===== src/rtl/strp_pkg.sv =====
package strp_pkg;
  typedef enum logic [1:0] {
    RES_CTRL = 2'd0,
    RES_CFG  = 2'd1,
    RES_DATA = 2'd2,
    RES_NONE = 2'd3
  } res_e;
endpackage


===== src/rtl/strp_sync.sv =====
module strp_sync #(
  parameter int         W      = 2,
  parameter int         STAGES = 2,
  parameter logic [W-1:0] RST  = '1
) (
  input  logic         clk,
  input  logic         rst_n,
  input  logic [W-1:0] d,
  output logic [W-1:0] q
);
  logic [STAGES-1:0][W-1:0] chain_q;

  generate
    for (genvar s = 0; s < STAGES; s++) begin : g_stage
      always_ff @(posedge clk or negedge rst_n) begin
        if (!rst_n) chain_q[s] <= RST;
        else if (s == 0) chain_q[s] <= d;
        else chain_q[s] <= chain_q[(s == 0) ? 0 : s-1];
      end
    end
  endgenerate

  assign q = chain_q[STAGES-1];
endmodule


===== src/rtl/strp_front.sv =====
module strp_front (
  input  logic clk,
  input  logic rst_n,
  input  logic ds_s,
  output logic rise,
  output logic fall
);
  logic ds_q, ds_d;

  always_comb begin
    ds_d = ds_s;
  end

  always_ff @(posedge clk or negedge rst_n) begin
    if (!rst_n) ds_q <= 1'b1;
    else        ds_q <= ds_d;
  end

  assign rise = ds_s & ~ds_q;
  assign fall = ~ds_s & ds_q;


  edge_spacing_chk: assert property (@(posedge clk) disable iff (!rst_n)
    rise |=> !rise);
endmodule


===== src/rtl/strp_regs.sv =====
module strp_regs
  import strp_pkg::*;
#(
  parameter int DW   = 18,
  parameter int NCFG = 8,
  localparam int PTRW = $clog2(NCFG)
) (
  input  logic                     clk,
  input  logic                     rst_n,
  input  logic                     wr_stb,
  input  logic [1:0]               addr,
  input  logic [DW-1:0]            wr_data,
  output logic [DW-1:0]            cmd,
  output logic [PTRW-1:0]          ptr,
  output logic [NCFG-1:0][DW-1:0]  cfg,
  output logic                     push,
  output logic [DW-1:0]            push_data
);
  logic [DW-1:0]           cmd_q, cmd_d;
  logic                    push_q, push_d;
  logic [DW-1:0]           pdat_q, pdat_d;
  logic [NCFG-1:0][DW-1:0] cfg_q;
  logic [NCFG-1:0]         cfg_we;
  res_e                    res;

  assign res = res_e'(addr);
  assign ptr = cmd_q[PTRW-1:0];

  always_comb begin
    cmd_d  = cmd_q;
    push_d = 1'b0;
    pdat_d = pdat_q;
    if (wr_stb) begin
      case (res)
        RES_CTRL: cmd_d = wr_data;
        RES_DATA: begin
          push_d = 1'b1;
          pdat_d = wr_data;
        end
        default: ;
      endcase
    end
  end

  always_ff @(posedge clk or negedge rst_n) begin
    if (!rst_n) begin
      cmd_q  <= '0;
      push_q <= 1'b0;
      pdat_q <= '0;
    end else begin
      cmd_q  <= cmd_d;
      push_q <= push_d;
      pdat_q <= pdat_d;
    end
  end

  generate
    for (genvar i = 0; i < NCFG; i++) begin : g_cfg
      assign cfg_we[i] = wr_stb && (res == RES_CFG) && (ptr == PTRW'(i));
      always_ff @(posedge clk or negedge rst_n) begin
        if (!rst_n)         cfg_q[i] <= '0;
        else if (cfg_we[i]) cfg_q[i] <= wr_data;
      end
    end
  endgenerate

  assign cmd       = cmd_q;
  assign cfg       = cfg_q;
  assign push      = push_q;
  assign push_data = pdat_q;


  cfg_decode_chk: assert property (@(posedge clk) disable iff (!rst_n)
    (wr_stb && res != RES_CFG) |=> $stable(cfg_q));

  push_single_chk: assert property (@(posedge clk) disable iff (!rst_n)
    push_q |=> !push_q);
endmodule


===== src/rtl/strp_rdpath.sv =====
module strp_rdpath
  import strp_pkg::*;
#(
  parameter int DW = 18
) (
  input  logic          clk,
  input  logic          rst_n,
  input  logic          rd_stb,
  input  logic          end_stb,
  input  logic [1:0]    addr,
  input  logic [DW-1:0] status,
  input  logic [DW-1:0] cfg_sel,
  input  logic [DW-1:0] head,
  output logic [DW-1:0] rdata,
  output logic          oe,
  output logic          pop
);
  logic          oe_q, oe_d;
  logic          pop_q, pop_d;
  logic [DW-1:0] dat_q, dat_d;
  res_e          res;

  assign res = res_e'(addr);

  always_comb begin
    oe_d  = oe_q;
    pop_d = 1'b0;
    dat_d = dat_q;
    if (end_stb) oe_d = 1'b0;
    if (rd_stb) begin
      oe_d = 1'b1;
      case (res)
        RES_CTRL: dat_d = status;
        RES_CFG:  dat_d = cfg_sel;
        RES_DATA: begin
          dat_d = head;
          pop_d = 1'b1;
        end
        default:  dat_d = '0;
      endcase
    end
  end

  always_ff @(posedge clk or negedge rst_n) begin
    if (!rst_n) begin
      oe_q  <= 1'b0;
      pop_q <= 1'b0;
      dat_q <= '0;
    end else begin
      oe_q  <= oe_d;
      pop_q <= pop_d;
      dat_q <= dat_d;
    end
  end

  assign rdata = dat_q;
  assign oe    = oe_q;
  assign pop   = pop_q;


  pop_with_oe_chk: assert property (@(posedge clk) disable iff (!rst_n)
    pop_q |-> oe_q);

  pop_single_chk: assert property (@(posedge clk) disable iff (!rst_n)
    pop_q |=> !pop_q);
endmodule


===== src/rtl/strp_port.sv =====
module strp_port
  import strp_pkg::*;
#(
  parameter int DW          = 18,
  parameter int NCFG        = 8,
  parameter int SYNC_STAGES = 2
) (
  input  logic               clk,
  input  logic               rst_n,
  input  logic               cs_n,
  input  logic               rw,
  input  logic               ds,
  input  logic [1:0]         addr,
  input  logic [DW-1:0]      bus_in,
  output logic [DW-1:0]      bus_out,
  output logic               bus_oe,
  input  logic [DW-1:0]      status_in,
  input  logic [DW-1:0]      fifo_rd_data,
  output logic               fifo_rd_pulse,
  output logic               fifo_wr_pulse,
  output logic [DW-1:0]      fifo_wr_data,
  output logic [DW-1:0]      cmd_out,
  output logic [NCFG*DW-1:0] cfg_out
);
  localparam int PTRW = $clog2(NCFG);

  logic [1:0]              sync_q;
  logic                    cs_hi, ds_s;
  logic                    rise, fall;
  logic                    wr_stb, rd_stb, end_stb;
  logic [PTRW-1:0]         ptr;
  logic [NCFG-1:0][DW-1:0] cfg;

  strp_sync #(.W(2), .STAGES(SYNC_STAGES), .RST(2'b11)) u_sync (
    .clk(clk), .rst_n(rst_n), .d({cs_n, ds}), .q(sync_q)
  );
  assign cs_hi = sync_q[1];
  assign ds_s  = sync_q[0];

  strp_front u_front (
    .clk(clk), .rst_n(rst_n), .ds_s(ds_s), .rise(rise), .fall(fall)
  );

  assign wr_stb  = rise & ~cs_hi & ~rw;
  assign rd_stb  = fall & ~cs_hi & rw;
  assign end_stb = rise | cs_hi;

  strp_regs #(.DW(DW), .NCFG(NCFG)) u_regs (
    .clk(clk), .rst_n(rst_n), .wr_stb(wr_stb), .addr(addr), .wr_data(bus_in),
    .cmd(cmd_out), .ptr(ptr), .cfg(cfg),
    .push(fifo_wr_pulse), .push_data(fifo_wr_data)
  );

  strp_rdpath #(.DW(DW)) u_rd (
    .clk(clk), .rst_n(rst_n), .rd_stb(rd_stb), .end_stb(end_stb), .addr(addr),
    .status(status_in), .cfg_sel(cfg[ptr]), .head(fifo_rd_data),
    .rdata(bus_out), .oe(bus_oe), .pop(fifo_rd_pulse)
  );

  assign cfg_out = cfg;


  idle_hold_chk: assert property (@(posedge clk) disable iff (!rst_n)
    cs_hi |=> ($stable(cmd_out) && $stable(cfg_out) && !fifo_wr_pulse));

  read_dir_chk: assert property (@(posedge clk) disable iff (!rst_n)
    $rose(bus_oe) |-> $past(rw));

  pulse_excl_chk: assert property (@(posedge clk) disable iff (!rst_n)
    !(fifo_wr_pulse && fifo_rd_pulse));

  oe_drop_chk: assert property (@(posedge clk) disable iff (!rst_n)
    (cs_hi && !rd_stb) |=> !bus_oe);
endmodule


===== config.mk =====
export PLATFORM = sky130hd
export DESIGN_NAME = strp_port
export DESIGN_NICKNAME = d
export VERILOG_FILES = /design/src/rtl/strp_pkg.sv /design/src/rtl/strp_sync.sv /design/src/rtl/strp_front.sv /design/src/rtl/strp_regs.sv /design/src/rtl/strp_rdpath.sv /design/src/rtl/strp_port.sv
export SDC_FILE = /design/constraint.sdc
export NUM_CORES = 1
export LEC_CHECK = 0
export BUFFER_PORTS_ARGS = -buffer_cell sky130_fd_sc_hd__buf_4
export CORE_MARGIN = 2
export CORE_UTILIZATION = 49
export CTS_BUF_LIST = sky130_fd_sc_hd__clkbuf_2 sky130_fd_sc_hd__clkbuf_4 sky130_fd_sc_hd__clkbuf_8
export DETAILED_ROUTE_END_ITERATION = 8
export GPL_TIMING_DRIVEN = 0
export PLACE_DENSITY = 0.79
export SYNTH_ARGS = -nofsm -noshare
export SYNTH_HDL_FRONTEND = slang
export SYNTH_SLANG_ARGS = --single-unit

===== constraint.sdc =====
create_clock -name clk -period 2.4 [get_ports clk]
set_input_delay 0.24 -clock clk [delete_from_list [all_inputs] [get_ports clk]]
set_output_delay 0.24 -clock clk [all_outputs]
set_load 0.01 [all_outputs]

==> flow_summary.yaml, run 1 <==
status:
  status: "complete, but fails checks"
  violations: "negative setup slack"
floorplanning:
  placementRows: 49
  io_pins: 262
  die_area_mm2: 0.0194
  core_area_mm2: 0.0180
  start_util_pct: 50.0
  dieHeight_um: 139
  die_width_um: 139
timing:
  fin_ws_ns: -0.0874
  finalClockSkew_ns: 0.0158
  setup_violations: 45
  fin_tns_setup_ns: -1.75
  rsz0062_at_grt: "yes"
  max_freq_mhz: 402
  slew_viol_final: 0
  hold_violations: 0
  worst_slew_pin_slew_ns: 0.734
  hold_ws_ns: 0.119
  slew_headroom_pct: 51.1
  period_needed_ns: 2.49
  post-route-period-util_pct: 104
place:
  post-place-cells: 1049
  routabilityCongestion: 0.816
  place_ws_ns: -0.510
  portBuffers: 243
  placed_cell_area_mm2: 0.0112
  dp_hpwl_um: 18500
yosys:
  ys_warn_count: 0
  syn-num-nets: 637
  syn_area_per_cell_um2: 15.6
  synth_area_mm2: 0.00899
  synth.distinct_cells: 33
  ys_async_sr_fraction_pct: 100
  ys.flop_type: "dfrtp_1"
  seq_area_frac_synth_pct: 57.4
  ys_seq_elements: 206
  synth_edf_count: 0
  netlist_instances: 576
grt:
  grt_pass1_vias: 6972
  antenna_found_initial: 0
  grt_pass1_wl_um: 42500
  grt_max_degree: 133
  grt_usage_pct: 28.6
  overflow: 0
final_layout:
  insertedDiodeCount: 0
  final_util_pct: 70.5
  syn2layout_area_growth_pct: 40.9
  nFillCells: 1204
  final_area_mm2: 0.0127
  multi_input_area_mm2: 0.00389
  fin_nets: 955
  finalNonFillerCells: 1146
  regArea_mm2: 0.00516
  drive_above_1_share_pct: 65.2
power:
  powerDensity_mw_per_mm2: 716
  ir_worst_vdd_mv: 0.518
  power.total_mw: 9.06
  p_leak_nw: 6.39
critical_path:
  reg2reg_from: "u_sync.q[0]"
  crit_slowest_cell: "dfstp_2"
  path_cells: "or4b_4 > or3_4 > buf_6 > nor3_4 > buf_4 > mux2_2"
  critPathBufInv: 2
  worst_setup_path_end_kind: "register"
  crit_start: "u_sync.q[0]"
  cp-start-kind: "register"
  setup.worst_path.class: "reg -> reg"
  required_ns: 2.79
  critical_path.max_stage_delay_ns: 0.53
  cp_max_fo: 6
  critPathTopFamily: "simple AND/OR/NAND/NOR gates"
  arrival_ns: 2.87
detailed_routing:
  vias_per_cell: 5.66
  num_vias: 6485
  first_pass_iters: 4
  drt_iter0_drc: 368
  drt.antenna.violating_nets: 0
  routed_wirelength_um: 27900
  drc_errors: 0
  avgRoutedWirePerCell_um: 24.4
clock_network:
  clock-root-buffer: "clkbuf_8"
  clk_pin_slew_worst_paths_ns: 0.06
  clk_path_buf_depth: 3
  numCtsBuffers: 35
  clock_latency_ns: 0.51
  cts_sinks: 206
  h-tree-depth: 2
  cts_tree: "done"
run:
  drv_cap: 0
worst_hold_path:
  hp-start: "status_in[13]"
  hp-class: "in -> reg"
-- worst paths after layout --
check	to	cells past startpoint	slack, ns
max	u_regs.cfg[78]	6	-0.09
min reg2reg	u_sync.q[0]	0	0.35
max in group asynchronous	u_regs.cfg[139]	3	1.03
min in group asynchronous	u_regs.push_data[4]	2	0.31
min	u_rd.rdata[13]	3	0.12
max reg2reg	u_regs.cfg[78]	6	-0.09
-- where the power goes --
part,leakage [nW],switching [mW],internal [mW],total (mW)
Clock,0.393,1.33,1.90,3.23
Combinational,3.22,0.835,0.957,1.79
Sequential,2.78,0.232,3.81,4.04
Total,6.39,2.40,6.66,9.06
-- registers in the layout, indices dropped and copies added (netlist names) --
name and flops:
u_sync.q 2, u_rd.rdata 18, u_rd.oe 1, u_regs.push_data 18
u_regs.push 1, u_front.ds_q 1, u_rd.pop 1, u_regs.cfg 144
u_regs.cmd 18, u_sync.chain_q 2
-- synth_stat cells (2+ instances only) --
master,n,area [um2]
dfrtp_1,201,5030
mux2_2,176,1980
mux4_2,35,788
buf_1,28,105
mux2i_1,20,200
nand2_1,20,75.1
o311ai_0,18,158
a22oi_1,17,128
clkbuf_1,14,52.6
buf_2,5,25.0
dfstp_2,5,131
mux2_1,4,45.0
buf_6,3,33.8
inv_1,3,11.3
nor2_1,3,11.3
a21oi_1,2,10.0
buf_4,2,15.0
nand3_2,2,20.0
nor3_1,2,10.0
nor3_4,2,32.5
or3_1,2,12.5
-- worst register-to-register path, cell delays in order (launching register included) --
cell	delay, ns
dfstp_2	0.53
or4b_4	0.48
or3_4	0.45
buf_6	0.14
nor3_4	0.17
buf_4	0.24
mux2_2	0.36
-- placed cells by master (no fill, tap or decap), drive strengths merged, types with 2 or more instances in the layout --
master,count
a21oi,2
a22oi,17
buf,314
clkbuf,76
dfrtp,201
dfstp,5
dlygate4sd3,3
inv,3
mux2,180
mux2i,20
mux4,35
nand2,20
nand3,3
nor2,4
nor3,5
nor3b,2
o311ai,18
or3,2
-- per-layer routing --
layer	global-route usage (%)	routed length, um	share of wire, %
met3	7.05	2300	8.2
met1	38.8	11100	40
met2	45.6	13700	49
met5	0	0	0
met4	10.2	892	3.2
-- cell families after synthesis --
logic type | synth area share (%)
buffers and inverters | 2.70
AOI/OAI and AO/OA | 3.47
DFF | 57.4
and+or+nand+nor | 2.88
muxes | 33.5
-- area by class of cell --
class / instances / share of cell area [%]
clock buffer: 60 / 5.78
sequential: 206 / 40.7
tap: 229 / 2.26
multi-input combinational: 315 / 30.7
inverter: 3 / 0.0889
buffer: 49 / 2.44
timing repair buffer: 284 / 18.0
-- timing repair --
action,4_1_cts,5_1_grt
pin swaps,5,4
endpoints found under the setup margin,155,134
resized for setup,123,18
cloned,3,1
setup buffers,16,18
endpoints found under the hold margin,71,0
hold buffers,3,0
Note: power is estimated with default switching activity, not from simulation.
==> run 2, diff against run 1 <==
--- a/config.mk
+++ b/config.mk
@@ -12,6 +12,7 @@
 export DETAILED_ROUTE_END_ITERATION = 8
 export GPL_TIMING_DRIVEN = 0
 export PLACE_DENSITY = 0.79
+export SETUP_SLACK_MARGIN = 0.2
 export SYNTH_ARGS = -nofsm -noshare
 export SYNTH_HDL_FRONTEND = slang
 export SYNTH_SLANG_ARGS = --single-unit
==> flow_summary.yaml, run 2 (same netlist as run 1, synthesis figures left out) <==
status:
  status: "complete, but fails checks"
  violations: "negative setup slack"
timing:
  slew_headroom_pct: 46.7
  period_needed_ns: 2.53
  worst_slew_pin_slew_ns: 0.800
  slew_viol_final: 0
  fin_ws_ns: -0.129
  hold_violations: 0
  rsz0062_at_grt: "yes"
  setup_violations: 97
  post-route-period-util_pct: 105
  finalClockSkew_ns: 0.0231
  max_freq_mhz: 395
critical_path:
  path_cells: "or4b_4 > or3_4 > buf_8 > buf_4 > nor2_4 > buf_6 > buf_12 > mux2_4"
  crit_start: "u_sync.q[0]"
  crit_slowest_cell: "dfstp_2"
  critical_path.max_stage_delay_ns: 0.53
  setup.worst_path.class: "reg -> reg"
  reg2reg_from: "u_sync.q[0]"
  cp_max_fo: 5
  critPathBufInv: 4
  cp-start-kind: "register"
  arrival_ns: 2.92
  r2r_slack_ns: -0.13
  required_ns: 2.79
  critPathTopFamily: "simple AND/OR/NAND/NOR gates"
  worst_setup_path_end_kind: "register"
final_layout:
  drive_above_1_share_pct: 66.1
  fin_nets: 965
  largest_register_ffs: 144
  insertedDiodeCount: 0
  final_util_pct: 72.3
  finalNonFillerCells: 1155
  syn2layout_area_growth_pct: 44.4
  final_cell_mix: "256 x buf_4, 201 x dfrtp_1, 113 x mux2_2"
  final_common_cell: "buf_4"
clock_network:
  clk_pin_slew_worst_paths_ns: 0.06
  numCtsBuffers: 36
  cts_sinks: 206
  clk_path_buf_depth: 3
  clock-root-buffer: "clkbuf_8"
  cts_tree: "done"
  clock_latency_ns: 0.52
  h-tree-depth: 2
grt:
  grt_pass1_vias: 7254
  grt_pass1_wl_um: 43900
  antenna_found_initial: 0
  overflow: 0
  grt_usage_pct: 29.6
  grt_max_degree: 106
place:
  post-place-cells: 1049
  routabilityCongestion: 0.813
  portBuffers: 243
  dp_hpwl_um: 18800
detailed_routing:
  vias_per_cell: 5.76
  drc_errors: 0
  routed_wirelength_um: 29200
  drt.antenna.violating_nets: 0
  num_vias: 6648
  first_pass_iters: 4
  drt_iter0_drc: 402
  avgRoutedWirePerCell_um: 25.3
power:
  powerDensity_mw_per_mm2: 702
  p_leak_nw: 6.52
  power.total_mw: 9.11
  ir_worst_vdd_mv: 0.550
floorplanning:
  io_pins: 262
  start_util_pct: 50.0
  die_area_mm2: 0.0194
  die_width_um: 139
  placementRows: 49
  dieHeight_um: 139
  core_area_mm2: 0.0180
worst_hold_path:
  hp-start: "status_in[4]"
  hp-class: "in -> reg"
run:
  drv_cap: 0
run 2: cell count changes in the layout (fill, tap and decap cells not counted), moves of 2 or more:
cell        before  now
clkbuf_4        18   16
clkinv_2         0    2
mux2_4          63   67
buf_6            8   27
buf_2            5    1
mux2_2         117  113
buf_4          266  256
buf_12           4   15
buf_8            9    2
clkbuf_1         6    4
a22oi_2          0    3
clkinvlp_4       0    2
a22oi_1         17   14
run 2: worst paths after layout:
path / endpoint / cells after the start
worst max-delay path: u_regs.cfg[102] / 8
worst min-delay path: u_rd.rdata[4] / 3
worst max register to register: u_regs.cfg[102] / 8
worst min register to register: u_sync.q[1] / 0
max in group asynchronous: u_regs.cfg[8] / 3
min in group asynchronous: u_regs.push_data[4] / 2
run 2: metrics by stage:
| step | setup slack (ns) | TNS, ns | instance area (um2) | hold WS [ns] |
|---|---|---|---|---|
| 6_report | -0.129 | -6.52 | 13000 | 0.119 |
| 5_1_grt | -0.155 | -10.08 | 13000 | 0.111 |
| 3_5_place_dp | -0.707 | -36.81 | 11300 | 0.345 |
| 2_1_floorplan | -0.0285 | -0.735 | 9120 | -0.0556 |
| 3_3_place_gp | -0.629 | -62.58 | 11200 | 0.347 |
| 4_1_cts | -0.0860 | -2.47 | 12700 | 0.105 |
run 2: where the power goes:
part,internal (mW),switching (mW)
clock network,1.82,1.40
logic,0.978,0.869
registers,3.81,0.235
total,6.60,2.51
run 2: tightest hold or removal path, cell delays in order:
cell and delay (ns):
buf_4 0.11, mux2i_1 0.10, o311ai_0 0.12
run 2: final cells by class:
class                      count  area (um2)
fill                        1177        4980
clock inverter                 4        25.0
tap                          229         287
clock buffer                  56         689
multi-input combinational    315        3930
sequential                   206        5160
inverter                       3        11.3
timing repair buffer         290        2440
buffer                        52         434
run 2: repair_timing:
item | CTS | global route
gates resized for setup | 116 | 42
gates cloned | 3 | 2
endpoints found under the hold margin | 101 | 0
endpoints found under the setup margin | 185 | 174
pin swaps | 6 | 4
buffers inserted | 30 | 8
hold buffers | 3 | 0
run 2: per-layer routing:
metal / vias up / track usage [%] / share of wire [%]
li1: 2811 / - / -
met1: 3475 / 39.1 / 41
met2: 290 / 47.4 / 49
met3: 72 / 7.91 / 6.7
met4: 0 / 11.3 / 3.3
met5: - / 0 / 0
==> run 3, diff against run 2 <==
==> constraint.sdc (replaced) <==
create_clock -name clk -period 2.4 [get_ports clk]
set_input_delay 0 -clock clk [delete_from_list [all_inputs] [get_ports clk]]
set_output_delay 0 -clock clk [all_outputs]
set_load 0.01 [all_outputs]
==> flow_summary.yaml, run 3 (same netlist as run 1, synthesis figures left out) <==
grt:
  overflow: 0
  grt_pass1_wl_um: 44500
  antenna_found_initial: 0
  grt_max_degree: 106
  grt_usage_pct: 30.0
  grt_pass1_vias: 7461
floorplanning:
  die_area_mm2: 0.0194
  die_width_um: 139
  core_area_mm2: 0.0180
  start_util_pct: 50.0
  io_pins: 262
  dieHeight_um: 139
  placementRows: 49
detailed_routing:
  drc_errors: 0
  drt.antenna.violating_nets: 0
  routed_wirelength_um: 29300
  vias_per_cell: 5.66
  drt_iter0_drc: 360
  avgRoutedWirePerCell_um: 24.6
  first_pass_iters: 5
  num_vias: 6745
critical_path:
  setup.worst_path.class: "reg -> reg"
  crit_end: "u_regs.cfg[28]"
  cp-start-kind: "register"
  arrival_ns: 2.91
  r2r_cells: 7
  r2r_slack_ns: -0.12
  required_ns: 2.79
  r2r-end: "u_regs.cfg[28]"
  cp_max_fo: 10
  crit_start: "u_sync.q[0]"
  reg2reg_from: "u_sync.q[0]"
  worst_setup_path_end_kind: "register"
worst_hold_path:
  hp-class: "in -> reg"
timing:
  max_freq_mhz: 396
  rsz0062_at_grt: "yes"
  fin_tns_setup_ns: -5.29
  hold_violations: 0
  finalClockSkew_ns: 0.0234
  setup_violations: 88
  fin_ws_ns: -0.124
  period_needed_ns: 2.52
  worst_slew_pin_slew_ns: 0.799
  slew_headroom_pct: 46.8
  post-route-period-util_pct: 105
  slew_viol_final: 0
run:
  drv_cap: 0
clock_network:
  clock_latency_ns: 0.52
  numCtsBuffers: 36
  cts_tree: "done"
  clock-root-buffer: "clkbuf_8"
  h-tree-depth: 2
  cts_sinks: 206
  clk_pin_slew_worst_paths_ns: 0.06
  clk_path_buf_depth: 3
final_layout:
  insertedDiodeCount: 0
  final_common_cell: "buf_4"
  syn2layout_area_growth_pct: 48.0
  fin_nets: 1001
  largest_register_ffs: 144
  finalNonFillerCells: 1191
  drive_above_1_share_pct: 63.4
  final_cell_mix: "255 x buf_4, 201 x dfrtp_1, 124 x mux2_2"
place:
  post-place-cells: 1049
  routabilityCongestion: 0.813
  dp_hpwl_um: 18800
  portBuffers: 243
power:
  powerDensity_mw_per_mm2: 686
  ir_worst_vdd_mv: 0.551
  p_leak_nw: 6.65
status:
  status: "complete, but fails checks"
  violations: "negative setup slack"
-- run 3: changes by cell type in the layout (fill, tap and decap cells not counted) --
cell / before / now
buf_4: 256 / 255
buf_6: 27 / 26
dlygate4sd3_1: 3 / 41
mux2_2: 113 / 124
mux2_4: 67 / 56
-- run 3: final cells by class --
cell class | count | area [um2]
multi-input combinational | 315 | 3890
clock inverter | 4 | 25.0
clock buffer | 56 | 689
timing repair buffer | 326 | 2810
fill | 1126 | 4660
inverter | 3 | 11.3
buffer | 52 | 430
tap | 229 | 287
sequential | 206 | 5160
-- run 3: how the worst min path moves through the flow --
| stage | startpoint | endpoint | cells after the start |
|---|---|---|---|
| final | bus_in[4] | u_regs.cfg[22] | 2 |
| after global routing | bus_in[3] | u_regs.cfg[21] | 2 |
| after CTS | bus_in[4] | u_regs.cfg[76] | 2 |
| after detailed placement | rst_n | u_regs.cmd[3] | 1 |
| after global placement | ds | u_sync.chain_q[0] | 1 |
| after floorplan | rst_n | u_rd.oe | 0 |
-- run 3: critical path, cell delays in order (launching register included) --
cell,delay (ns)
dfstp_2,0.53
or4b_4,0.50
or3_4,0.39
buf_6,0.15
nor3b_4,0.19
buf_6,0.17
buf_12,0.16
mux2_4,0.31
-- run 3: per-layer routing --
metal | up-vias | share of wire [%] | track usage (%)
met5 | - | 0 | 0
met4 | 0 | 2.9 | 10.4
met3 | 66 | 6.3 | 7.57
met2 | 285 | 50 | 49.1
met1 | 3513 | 41 | 39.4
li1 | 2881 | - | -
-- run 3: what timing repair did --
item,in CTS,in global routing
gates cloned,3,2
pin swaps,6,4
hold buffers,41,0
setup endpoints to repair,185,174
resized for setup,116,30
buffers inserted,30,6
hold endpoints to repair,130,0
-- run 3: metrics by stage --
stage               utilization [%]  worst slack (ns)  total power [mW]  hold slack (ns)  instance area, um2
floorplan                         -           -0.0285              4.89           -0.296                9120
global placement               62.5            -0.629              5.72            0.114               11200
detailed placement             62.7            -0.707              5.81            0.105               11300
CTS                            73.0           -0.0860              9.13          0.00191               13100
global route                   74.0            -0.152              9.51           0.0390               13300
finish                         74.0            -0.124              9.12           0.0209               13300
-- run 3: power breakdown --
part	internal [mW]	total [mW]	switching, mW
Sequential	3.81	4.04	0.235
Combinational	1.01	1.88	0.871
Clock	1.82	3.21	1.39
